<file path="src/rtl/alu8_pkg.sv">
package alu8_pkg;

  localparam int DATA_W = 8;
  localparam int NIB_W  = 4;
  localparam int OP_W   = 16;

  typedef enum logic [2:0] {
    FN_NONE, FN_ADD, FN_SUB, FN_AND, FN_XOR, FN_OR, FN_COPY
  } alu_fn_e;

  typedef struct packed {
    alu_fn_e             fn;
    logic                use_carry;
    logic                writes;
    logic                imm_sel;
    logic [DATA_W-1:0]   kimm;
  } decoded_t;

  typedef struct packed {
    logic h;
    logic s;
    logic v;
    logic n;
    logic z;
    logic c;
  } status_t;

  typedef struct packed {
    logic [DATA_W-1:0] r;
    logic              c;
    logic              h;
    logic              v;
  } arith_t;

  function automatic arith_t add_bytes(input logic [DATA_W-1:0] a,
                                       input logic [DATA_W-1:0] b,
                                       input logic cin);
    arith_t o;
    logic [DATA_W:0] full;
    logic [NIB_W:0]  low;
    full = {1'b0, a} + {1'b0, b} + {{DATA_W{1'b0}}, cin};
    low  = {1'b0, a[NIB_W-1:0]} + {1'b0, b[NIB_W-1:0]} + {{NIB_W{1'b0}}, cin};
    o.r = full[DATA_W-1:0];
    o.c = full[DATA_W];
    o.h = low[NIB_W];
    o.v = (a[DATA_W-1] == b[DATA_W-1]) && (o.r[DATA_W-1] != a[DATA_W-1]);
    return o;
  endfunction

  function automatic arith_t sub_bytes(input logic [DATA_W-1:0] a,
                                       input logic [DATA_W-1:0] b,
                                       input logic bin);
    arith_t o;
    logic [DATA_W:0] full;
    logic [NIB_W:0]  low;
    full = {1'b0, a} - {1'b0, b} - {{DATA_W{1'b0}}, bin};
    low  = {1'b0, a[NIB_W-1:0]} - {1'b0, b[NIB_W-1:0]} - {{NIB_W{1'b0}}, bin};
    o.r = full[DATA_W-1:0];
    o.c = full[DATA_W];
    o.h = low[NIB_W];
    o.v = (a[DATA_W-1] != b[DATA_W-1]) && (o.r[DATA_W-1] != a[DATA_W-1]);
    return o;
  endfunction

endpackage

</file>
<file path="src/rtl/alu8_decode.sv">
module alu8_decode
  import alu8_pkg::*;
(
  input  logic [7:0] op_hi,
  input  logic [3:0] op_lo,
  output decoded_t   dec
);

  logic [1:0] sub_sel;
  assign sub_sel = op_hi[3:2];

  always_comb begin
    dec           = '0;
    dec.fn        = FN_NONE;
    dec.kimm      = {op_hi[3:0], op_lo};
    unique case (op_hi[7:4])
      4'b0000: begin
        case (sub_sel)
          2'b01:   begin dec.fn = FN_SUB; dec.use_carry = 1'b1; end
          2'b10:   begin dec.fn = FN_SUB; dec.use_carry = 1'b1; dec.writes = 1'b1; end
          2'b11:   begin dec.fn = FN_ADD; dec.writes = 1'b1; end
          default: dec.fn = FN_NONE;
        endcase
      end
      4'b0001: begin
        case (sub_sel)
          2'b01:   dec.fn = FN_SUB;
          2'b10:   begin dec.fn = FN_SUB; dec.writes = 1'b1; end
          2'b11:   begin dec.fn = FN_ADD; dec.use_carry = 1'b1; dec.writes = 1'b1; end
          default: dec.fn = FN_NONE;
        endcase
      end
      4'b0010: begin
        dec.writes = 1'b1;
        case (sub_sel)
          2'b00:   dec.fn = FN_AND;
          2'b01:   dec.fn = FN_XOR;
          2'b10:   dec.fn = FN_OR;
          default: dec.fn = FN_COPY;
        endcase
      end
      4'b0011: begin dec.fn = FN_SUB; dec.imm_sel = 1'b1; end
      4'b0100: begin dec.fn = FN_SUB; dec.imm_sel = 1'b1; dec.use_carry = 1'b1; dec.writes = 1'b1; end
      4'b0101: begin dec.fn = FN_SUB; dec.imm_sel = 1'b1; dec.writes = 1'b1; end
      4'b0110: begin dec.fn = FN_OR;  dec.imm_sel = 1'b1; dec.writes = 1'b1; end
      4'b0111: begin dec.fn = FN_AND; dec.imm_sel = 1'b1; dec.writes = 1'b1; end
      default: dec.fn = FN_NONE;
    endcase
  end

endmodule

</file>
<file path="src/rtl/alu8_core.sv">
module alu8_core
  import alu8_pkg::*;
(
  input  decoded_t            dec,
  input  logic [DATA_W-1:0]   a,
  input  logic [DATA_W-1:0]   b_reg,
  input  status_t             st,
  output logic [DATA_W-1:0]   res,
  output logic                wr,
  output status_t             st_next,
  output logic                flag_upd
);

  logic [DATA_W-1:0] b;
  logic              cin;
  arith_t            sum_o;
  arith_t            dif_o;
  logic              res_zero;

  assign b     = dec.imm_sel ? dec.kimm : b_reg;
  assign cin   = dec.use_carry & st.c;
  assign sum_o = add_bytes(a, b, cin);
  assign dif_o = sub_bytes(a, b, cin);

  always_comb begin
    case (dec.fn)
      FN_ADD:  res = sum_o.r;
      FN_SUB:  res = dif_o.r;
      FN_AND:  res = a & b;
      FN_XOR:  res = a ^ b;
      FN_OR:   res = a | b;
      FN_COPY: res = b;
      default: res = '0;
    endcase
  end

  assign res_zero = (res == '0);
  assign wr       = dec.writes;
  assign flag_upd = (dec.fn != FN_NONE) && (dec.fn != FN_COPY);

  always_comb begin
    st_next = st;
    case (dec.fn)
      FN_ADD: begin
        st_next.c = sum_o.c;
        st_next.h = sum_o.h;
        st_next.v = sum_o.v;
        st_next.z = res_zero;
      end
      FN_SUB: begin
        st_next.c = dif_o.c;
        st_next.h = dif_o.h;
        st_next.v = dif_o.v;
        st_next.z = res_zero & (~dec.use_carry | st.z);
      end
      FN_AND, FN_XOR, FN_OR: begin
        st_next.v = 1'b0;
        st_next.z = res_zero;
      end
      default: st_next = st;
    endcase
    if (flag_upd) begin
      st_next.n = res[DATA_W-1];
      st_next.s = res[DATA_W-1] ^ st_next.v;
    end
  end

endmodule

</file>
<file path="src/rtl/alu8_exec.sv">
module alu8_exec
  import alu8_pkg::*;
(
  input  logic              clk,
  input  logic              rst_n,
  input  logic [OP_W-1:0]   opcode,
  input  logic [DATA_W-1:0] op_d,
  input  logic [DATA_W-1:0] op_r,
  output logic [DATA_W-1:0] result,
  output logic              wr_en,
  output logic [5:0]        status
);

  decoded_t          dec;
  status_t           st_q;
  status_t           st_next;
  logic [DATA_W-1:0] res_c;
  logic              wr_c;
  logic              flag_upd;
  logic              unused_dst_idx;

  // destination index bits are decoded by the register file, not here
  assign unused_dst_idx = ^opcode[7:4];

  alu8_decode u_decode (
    .op_hi (opcode[15:8]),
    .op_lo (opcode[3:0]),
    .dec   (dec)
  );

  alu8_core u_core (
    .dec      (dec),
    .a        (op_d),
    .b_reg    (op_r),
    .st       (st_q),
    .res      (res_c),
    .wr       (wr_c),
    .st_next  (st_next),
    .flag_upd (flag_upd)
  );

  always_ff @(posedge clk or negedge rst_n) begin
    if (!rst_n) begin
      result <= '0;
      wr_en  <= 1'b0;
      st_q   <= '0;
    end else begin
      result <= res_c;
      wr_en  <= wr_c;
      st_q   <= st_next;
    end
  end

  assign status = st_q;

  // event wires for the assertions, taken straight from the instruction word
  logic is_compare, is_chain_sub, is_logic, is_copy, is_foreign;
  assign is_compare   = (opcode[15:10] == 6'b000101) || (opcode[15:10] == 6'b000001)
                      || (opcode[15:12] == 4'b0011);
  assign is_chain_sub = (opcode[15:10] == 6'b000010) || (opcode[15:10] == 6'b000001)
                      || (opcode[15:12] == 4'b0100);
  assign is_logic     = ((opcode[15:12] == 4'b0010) && (opcode[11:10] != 2'b11))
                      || (opcode[15:13] == 3'b011);
  assign is_copy      = (opcode[15:10] == 6'b001011);
  assign is_foreign   = opcode[15] || (opcode[15:10] == 6'b000000)
                      || (opcode[15:10] == 6'b000100);

  AST_CMP_NO_WRITE: assert property (@(posedge clk) disable iff (!rst_n)
    is_compare |=> !wr_en);

  AST_CHAIN_Z_NEVER_SETS: assert property (@(posedge clk) disable iff (!rst_n)
    (is_chain_sub && !status[1]) |=> !status[1]);

  AST_SIGN_IS_N_XOR_V: assert property (@(posedge clk) disable iff (!rst_n)
    status[4] == (status[2] ^ status[3]));

  AST_LOGIC_KEEPS_CH: assert property (@(posedge clk) disable iff (!rst_n)
    is_logic |=> (!status[3] && $stable(status[0]) && $stable(status[5])));

  AST_COPY_NO_FLAGS: assert property (@(posedge clk) disable iff (!rst_n)
    is_copy |=> (wr_en && $stable(status)));

  AST_FOREIGN_IDLE: assert property (@(posedge clk) disable iff (!rst_n)
    is_foreign |=> (!wr_en && $stable(status)));

  AST_N_TRACKS_MSB: assert property (@(posedge clk) disable iff (!rst_n)
    (flag_upd && wr_c) |=> (status[2] == result[DATA_W-1]));

endmodule

</file>
<file path="config.mk">
export PLATFORM = sky130hd
export DESIGN_NAME = alu8_exec
export DESIGN_NICKNAME = d
export VERILOG_FILES = /design/src/rtl/alu8_pkg.sv /design/src/rtl/alu8_decode.sv /design/src/rtl/alu8_core.sv /design/src/rtl/alu8_exec.sv
export SDC_FILE = /design/constraint.sdc
export NUM_CORES = 1
export LEC_CHECK = 0
export ABC_CLOCK_PERIOD_IN_PS = 2900
export BUFFER_PORTS_ARGS = -buffer_cell sky130_fd_sc_hd__buf_4
export CAP_MARGIN = 20
export CORE_MARGIN = 1
export CORE_UTILIZATION = 35
export DETAILED_ROUTE_END_ITERATION = 12
export GPL_TIMING_DRIVEN = 0
export HOLD_SLACK_MARGIN = 0.15
export MAX_ROUTING_LAYER = met4
export PLACE_DENSITY_LB_ADDON = 0.15
export REMOVE_ABC_BUFFERS = 1
export SLEW_MARGIN = 20
export SYNTH_ARGS = -nofsm -noshare
export SYNTH_HDL_FRONTEND = slang
export SYNTH_SLANG_ARGS = --single-unit
</file>
<file path="constraint.sdc">
create_clock -name clk -period 2.9 [get_ports clk]
set_input_delay 0.58 -clock clk [delete_from_list [all_inputs] [get_ports clk]]
set_output_delay 0.58 -clock clk [all_outputs]
set_load 0.005 [all_outputs]
</file>
# Yosys cells after proc, flatten, opt, wreduce, memory -nomap -nowiden
# Index checks and enable logic that the tools add are counted.
[totals]
register_bits = 15
in_bits = 34
out_inout_bits = 15
elab_cells = 77
[classes]
add_sub_neg = 8
eq_ne = 21
mux = 15
n_bitwise = 8
reduce_logical = 17
[op_table]
columns = ["op", "n"]
rows = [
  ["case mux 8 bit (6 select lines)", 1],
  ["equality test 4 x 3 -> 1 bit (second input constant)", 4],
  ["case mux 3 bit (5 select lines)", 1],
  ["OR reduction 5 bit", 2],
  ["adder 8 x 8 -> 9 bit", 1],
  ["adder 9 x 1 -> 9 bit", 1],
  ["equality test 3 bit (second input constant)", 3],
  ["case mux 3 bit (3 select lines)", 1],
  ["subtractor 8 x 8 -> 9 bit", 1],
  ["subtractor 9 x 1 -> 9 bit", 1],
  ["bitwise AND 8 bit", 1],
  ["equality test 4 x 2 -> 1 bit (second input constant)", 2],
  ["logical NOT 8 bit", 1],
  ["2-to-1 mux 8 bit", 1],
  ["bitwise OR 8 bit", 1],
  ["case mux 1 bit (2 select lines)", 4],
  ["XOR 8 bit", 1],
  ["equality test 3 x 2 -> 1 bit (second input constant)", 2],
  ["case mux 1 bit (3 select lines)", 2],
  ["OR reduction 2 bit", 3],
  ["OR reduction 3 bit", 2],
  ["adder 4 x 4 -> 5 bit", 1],
  ["adder 5 x 1 -> 5 bit", 1],
  ["subtractor 4 x 4 -> 5 bit", 1],
  ["other kinds (20)", 30],
]

# Depth between registers and ports, before layout
# Gate-level depths: netlist of run 1.
[depth]
ltp_word = 10
ltp_mapped = 18
depth_no_buf = 17

# Hierarchy
# From an unflattened synthesis of run 1, not the netlist that was laid out.
[hier_totals]
cells_unflattened = 285
area_unflattened_um2 = 2411.1
[modules_own_cells]
columns = ["module", "instances", "cells_per_inst", "area_per_inst_um2", "seq_area_each_um2"]
rows = [
  ["alu8_core", 1, 238, 1781.7, 0.0],
  ["alu8_exec", 1, 15, 375.4, 375.4],
  ["alu8_decode", 1, 32, 254.0, 0.0],
]

# Least setup slack after synthesis of run 1
# No wires, ideal clock.
[synth_path]
kind = "input to register"
startpoint = "in opcode[12]"
endpoint = "reg st_q, in the netlist status[4]"
setup_time_ns = 0.077
arrival_time_ns = 3.907
required_time_ns = 2.823
slack_ns = -1.084
path_stages = 15
n_path_buf = 1
path_cell_list = "buf_2 -> a21oi_1 -> nor2_1 -> mux2_2 -> fa_1 -> inv_1 -> ha_1 -> o21ai_0 -> nand3b_1 -> o311a_1 -> a311oi_1 -> xnor2_1 -> a211o_1 -> xor2_1 -> a21oi_1"
[synth_lines]
columns = ["item", "line", "text"]
rows = [
  ["from (decl)", "alu8_exec.sv:6", "input logic [OP_W-1:0] opcode,"],
  ["to (signal assigned)", "alu8_exec.sv:50", "st_q <= st_next;"],
  ["to (decl)", "alu8_exec.sv:15", "status_t st_q;"],
]

==> flow_summary_export.csv, run 1 <==
group,metric,value,unit
run_status,outcome,"finished with violations",
run_status,violations,"setup timing",
floorplanning,die_h,81.6,microns
sta,finalHoldViolCount,0,
logic_synthesis,synth_compound_area_share,23.7,%
clocking,cts_tree,"done",
clocking,clk_path_buf_depth,2,
logic_synthesis,netlist_area,0.00222,sq mm
logic_synthesis,synth_edf_count,0,
sta,setup_violations,10,
sta,final_critical_path_setup_slack,-732,ps
min_path,min_path_type,"in -> async",
route,drt_iter0_drc,130,
floorplanning,start_util,36.8,%
clocking,clk_pin_slew,60,ps
route,via_count,2251,
route,first_pass_iters,4,
critical_path,crit_fanout,3,
logic_synthesis,synthSimpleGateAreaFrac,17.3,%
critical_path,crit_type,"in -> reg",
global_routing,grt_max_degree,16,
cells_and_area,num_antenna_cells,0,
cells_and_area,final_nets,424,
placed_design,io_buffers,44,
critical_path,reg2reg_setup_slack,-180,ps
placed_design,gp_congestion,0.857,
route,ant_nets,0,
clocking,clk_latency,250,ps
clocking,cts-root-buf,"clkbuf_8",
sta,post-route-period-util,125,%
cells_and_area,fin_util,55.2,%
cells_and_area,area_delta_synth_final,49.9,%
route,routed_wirelength,6.77,mm
critical_path,endpoint_kind,"register",
placed_design,hpwl,4.86,mm
floorplanning,coreArea,0.00603,sq mm
cells_and_area,nFillCells,576,
critical_path,critPathArrivalTime,3750,ps
cells_and_area,drive_gt1_share,40.3,%
route,avgRoutedWirePerCell,15.9,microns
route,route.detailed.drc,0,
logic_synthesis,synth_cell_types,55,
global_routing,antenna_found_initial,0,
sta,final.min_clock_period,3630,ps
clocking,htreeDepth,1,
critical_path,start_kind,"primary input",
global_routing,grt_pass1_vias,2228,
logic_synthesis,synthArstFlopShare,100,%
logic_synthesis,synth.avg_cell_area,8.04,sq um
logic_synthesis,synth_top_family_by_area,"compound AO/OA/AOI/OAI gates",
sta,clock.fmax,0.275,GHz
sta,slew_viol_final,0,
floorplanning,dieArea,0.00666,sq mm
pwr,power_leakage,1.52,nW
global_routing,grt_use_total,22.0,%
logic_synthesis,syn_inst,276,
pwr,irDropWorstVdd,0.000325,V
route,via_per_inst,5.27,
critical_path,worstPathRequired,3020,ps
floorplanning,io-pin-count,49,
sta,rsz0062_at_grt,"true",
job,timing.max_cap.violations,0,
logic_synthesis,yosys.area_share.adder,22.2,%
pwr,power.density,382,mW/mm^2
sta,maxSlewHeadroom,39.9,%
sta,tightest_slew,896,ps
clocking,ctsHoldBuffers,0,
logic_synthesis,ys_seq_elements,15,
logic_synthesis,muxShareOfSynthArea,4.79,%
logic_synthesis,synth-seq-area-share,16.9,%
logic_synthesis,yosys_most_used_dff,"dfrtp_1",
floorplanning,die_w,81.6,microns
sta,skew,5.54,ps
logic_synthesis,yosysWarnings,0,
floorplanning,rows,28,
sta,hold_slack,169,ps
clocking,cts_num_sinks,15,
clocking,cts_buffers,3,
global_routing,grt_pass1_wl,10.8,mm
logic_synthesis,synth-xor-area-share,5.92,%
global_routing,grt_overflow,0,
[area by class of cell]
cell class | count | area [sq um] | share of cell area, %
Clock inverter | 1 | 5.00 | 0.151
Tap cell | 75 | 93.8 | 2.82
Timing Repair Buffer | 82 | 664 | 20.0
Sequential cell | 15 | 375 | 11.3
Clock buffer | 3 | 41.3 | 1.24
Multi-Input combinational cell | 212 | 1990 | 59.8
Inverter | 39 | 156 | 4.70
[cell families after synthesis]
group / Yosys count
flops: 15
simple gates: 75
compound gates: 75
xor+xnor: 15
fa+ha+maj: 37
mux: 10
buf+inv: 49
[final timing paths]
kind | startpoint | to | cells past startpoint
worst min-delay path | rst_n | result[4]$_DFF_PN0_ | 1
worst min register to register | status[4]$_DFFE_PN0P_ | status[4]$_DFFE_PN0P_ | 2
worst max register to register | status[0]$_DFFE_PN0P_ | status[4]$_DFFE_PN0P_ | 13
worst max-delay path | opcode[10] | status[4]$_DFFE_PN0P_ | 17
min in group clk | status[4]$_DFFE_PN0P_ | status[4]$_DFFE_PN0P_ | 2
max in group asynchronous | rst_n | status[5]$_DFFE_PN0P_ | 1
[layer usage]
metal  vias to the layer above  routed length [microns]  global-route usage [%]
met3                        10                      240                   0.556
li1                       1120                        -                       -
met5                         -                        0                       -
met4                         0                      147                    9.47
met1                      1066                     3090                    27.4
met2                        55                     3300                    37.3
[Yosys cell counts (2+ instances only)]
library cell	instances	area share (%)
a21oi_1	17	3.8
o211ai_1	4	1.4
buf_2	6	1.4
o2bb2ai_1	3	1.2
nand2b_1	7	2.0
o31ai_1	2	0.68
nor3_1	11	2.5
xnor2_1	11	4.3
mux2i_1	5	2.3
o2111ai_1	2	0.79
and2_1	2	0.56
inv_1	39	6.6
nand2_1	18	3.0
fa_1	4	3.6
xor2_1	4	1.6
a2111oi_0	2	0.79
a221oi_1	4	1.6
nand3b_1	2	0.68
buf_4	3	1.0
nor2_1	16	2.7
a31oi_1	3	0.85
nand3_1	3	0.68
o21ai_0	18	4.1
a211o_1	3	1.2
mux2_2	5	2.5
a21o_1	2	0.68
ha_1	33	19
dfrtp_1	15	17
nor2b_1	6	1.7
[through the flow]
stage | setup TNS (ps) | total power, mW | instances | instance area (sq um) | setup WS (ps)
finish | -4650 | 1.27 | 427 | 3320 | -732
global route | -5850 | 1.36 | 427 | 3320 | -861
CTS | -3930 | 1.21 | 419 | 3180 | -731
detailed placement | -17250 | 0.879 | 385 | 2590 | -1900
global placement | -17690 | 0.872 | 385 | 2590 | -1960
floorplan | -6560 | 0.652 | 266 | 2160 | -1090
[flip-flops by register name (all words and copies together) (netlist names)]
| register | cells |
|---|---|
| wr_en | 1 |
| result | 8 |
| status | 6 |
[placed cells by master, fill, tap and decap left out, types with 2 or more instances in the layout]
master	synthesis	layout
clkbuf_8	0	3
inv_2	0	4
buf_4	3	73
nor2b_1	6	6
mux2_2	5	3
nand2b_1	7	6
nor2_1	16	15
o2bb2ai_1	3	3
inv_4	0	2
fa_2	0	4
xnor2_1	11	10
o21ai_0	18	12
nand3_1	3	3
ha_4	0	6
mux2_4	0	2
buf_8	0	4
inv_1	39	32
nand2_2	0	4
a21oi_1	17	12
o211ai_1	4	4
mux2i_4	0	3
a221oi_1	4	4
ha_1	33	24
nand3b_1	2	2
nor3_1	11	9
ha_2	0	3
xor2_1	4	4
a21o_1	2	2
dfrtp_1	15	15
and2_1	2	2
buf_6	0	5
a21oi_2	0	4
nand2_1	18	14
o21ai_1	0	5
a2111oi_4	0	2
mux2i_1	5	2
a211o_1	3	3
[worst max-delay path, stage by stage]
cell       delay, ps
buf_8             90
inv_6             40
ha_4             260
nor3_4            40
a2111oi_4        340
nand2_2          130
inv_2             70
fa_2             470
ha_4             180
o21ai_2          100
nand3b_1         140
o311a_1          320
a311oi_2         310
xnor2_1          100
a211o_1          330
xor2_1           150
a21oi_1           80
[power by group]
part | total, mW | internal, mW | leakage [nW] | switching, mW
clock | 0.168 | 0.0951 | 0.0255 | 0.0726
sequential | 0.284 | 0.259 | 0.191 | 0.0252
combinational | 0.817 | 0.417 | 1.31 | 0.400
total | 1.27 | 0.771 | 1.52 | 0.498
[repair_timing]
item / in CTS / in global routing
endpoints found under the setup margin: 14 / 13
gates resized for setup: 75 / 15
pin swaps: 24 / 16
buffers inserted: 30 / 8
(Power assumes the default switching activity.)
==> run 2: changes to the inputs <==
- PLACE_DENSITY_LB_ADDON: 0.15 -> not set
==> run 2 against run 1 <==
The flow still finishes with violations (setup timing). Hold slack worse by 3.9 ps. Utilization down 2.0 points. Maximum frequency down 1.9%. Critical path depth unchanged. Die area unchanged. Sequential share of layout area up 0.43 points. Final cell count down 2.1%. Sequential power about the same. Routed wire length down 0.97%. Register-to-register slack worse by 70 ps. Global-route usage down 1.2 points. Largest power group unchanged.
==> flow_summary_export.csv, run 2 (synthesis results as in run 1) <==
group,metric,value,unit
run_status,outcome,"finished with violations",
run_status,violations,"setup timing",
clocking,clk_latency,250,ps
floorplanning,coreArea,0.00603,sq mm
floorplanning,die_w,81.6,microns
pwr,irDropWorstVdd,0.000254,V
route,route.detailed.drc,0,
cells_and_area,final_cell_mix,"buf_4 (65), inv_1 (32), ha_1 (24)",
sta,setup_violations,11,
critical_path,crit_path_frequent_cell,"ha_4",
critical_path,cpPeakStageDelay,480,ps
sta,maxSlewHeadroom,43.7,%
pwr,power_leakage,1.49,nW
placed_design,io_buffers,44,
cells_and_area,largest-register,"result",
placed_design,gp_congestion,0.855,
global_routing,antenna_found_initial,0,
floorplanning,io-pin-count,49,
sta,clock.fmax,0.270,GHz
floorplanning,dieArea,0.00666,sq mm
cells_and_area,num_antenna_cells,0,
cells_and_area,final_nets,415,
critical_path,start_kind,"primary input",
placed_design,placed_area,0.00259,sq mm
clocking,cts-root-buf,"clkbuf_8",
clocking,clk_pin_slew,60,ps
critical_path,worstPathRequired,3010,ps
clocking,clk_path_buf_depth,2,
floorplanning,start_util,36.8,%
critical_path,crit_type,"in -> reg",
sta,rsz0062_at_grt,"true",
cells_and_area,layout_commonest_cell,"buf_4",
clocking,cts_tree,"done",
clocking,ctsHoldBuffers,0,
sta,final_critical_path_setup_slack,-801,ps
sta,post-route-period-util,128,%
critical_path,critPathArrivalTime,3810,ps
cells_and_area,drive_gt1_share,37.9,%
global_routing,grt_pass1_vias,2117,
pwr,power.density,384,mW/mm^2
sta,final.min_clock_period,3700,ps
cells_and_area,fin_util,53.1,%
cells_and_area,area_delta_synth_final,44.3,%
clocking,htreeDepth,1,
route,drt_iter0_drc,118,
cells_and_area,largest_register_ffs,8,
min_path,min_path_type,"in -> async",
cells_and_area,nFillCells,582,
sta,skew,6.57,ps
sta,finalHoldViolCount,0,
critical_path,endpoint_kind,"register",
global_routing,grt_use_total,20.8,%
route,via_per_inst,5.45,
job,timing.max_cap.violations,0,
route,routed_wirelength,6.71,mm
clocking,cts_buffers,3,
clocking,cts_num_sinks,15,
cells_and_area,design_area,0.00320,sq mm
global_routing,grt_max_degree,16,
sta,final.setup.tns,-4610,ps
global_routing,grt_overflow,0,
global_routing,grt_pass1_wl,10.2,mm
critical_path,crit_fanout,3,
critical_path,crit_path_cell_trace,"buf_8, inv_4, ha_4, nor3_4, a2111oi_4, nand2_2, inv_2, fa_2, ha_4, o21ai_2, nand3b_1, o311a_1, a311oi_2, xnor2_1, a211o_1, xor2_1, a21oi_1",
sta,tightest_slew,839,ps
floorplanning,die_h,81.6,microns
floorplanning,rows,28,
route,first_pass_iters,4,
route,via_count,2279,
route,ant_nets,0,
sta,slew_viol_final,0,
critical_path,slowest_stage,"fa_2",
placed_design,hpwl,4.71,mm
route,avgRoutedWirePerCell,16.0,microns
-- run 2: cell types whose count changed in the layout (fill, tap and decap cells not counted), sizes merged --
| cell | change |
|---|---|
| buf | -9 |
| clkbuf | +1 |
| clkinv | -1 |
-- run 2: per-stage QoR --
stage | worst slack [ps] | power (mW) | std cells | hold slack, ps
floorplan | -1090 | 0.652 | 266 | 284
global placement | -1990 | 0.868 | 385 | 438
detailed placement | -2030 | 0.876 | 385 | 437
CTS | -799 | 1.17 | 414 | 174
global route | -935 | 1.31 | 418 | 176
finish | -801 | 1.23 | 418 | 165
-- run 2: critical path: cells and delay by family --
family	cells	cell delay [ps]
AOI/OAI and AO/OA	6	1500
adders and majority gates	3	930
and+or+nand+nor	3	310
xor gates and xnor gates	2	270
buffers and inverters	3	200
-- run 2: layout make-up --
| class | instances | area, sq um | share of cell area (%) |
|---|---|---|---|
| Timing Repair Buffer | 73 | 591 | 18.4 |
| Tap cell | 75 | 93.8 | 2.93 |
| Inverter | 39 | 154 | 4.81 |
| Multi-Input combinational cell | 212 | 1940 | 60.7 |
| Sequential cell | 15 | 375 | 11.7 |
| Clock buffer | 4 | 45.0 | 1.41 |
-- run 2: timing repair --
item,4_1_cts,5_1_grt
setup buffers,25,4
pin swaps,21,11
setup endpoints to repair,14,11
resized for setup,68,14
-- run 2: layer usage --
| metal | up-vias | track usage [%] | part of all wire (%) |
|---|---|---|---|
| li1 | 1105 | - | - |
| met1 | 1079 | 25.8 | 43 |
| met2 | 81 | 36.9 | 50 |
| met3 | 14 | 1.11 | 5.5 |
| met4 | 0 | 5.09 | 1.6 |
| met5 | - | - | 0 |
-- run 2: path summary, 6_finish.rpt --
kind                                          to  slack (ps)                  start  depth (start not counted)
min in group clk           status[4]$_DFFE_PN0P_         540  status[4]$_DFFE_PN0P_                          2
hold reg to reg            status[4]$_DFFE_PN0P_         540  status[4]$_DFFE_PN0P_                          2
setup reg to reg           status[4]$_DFFE_PN0P_        -250  status[0]$_DFFE_PN0P_                         13
max in group asynchronous    result[5]$_DFF_PN0_        2560                  rst_n                          1
setup / recovery           status[4]$_DFFE_PN0P_        -800             opcode[10]                         17
hold / removal               result[3]$_DFF_PN0_         170                  rst_n                          1
-- run 2: power by group --
group	internal (mW)	total (mW)	switching [mW]
combinational	0.388	0.777	0.389
sequential	0.259	0.285	0.0262
clock	0.0974	0.168	0.0709
total	0.744	1.23	0.487
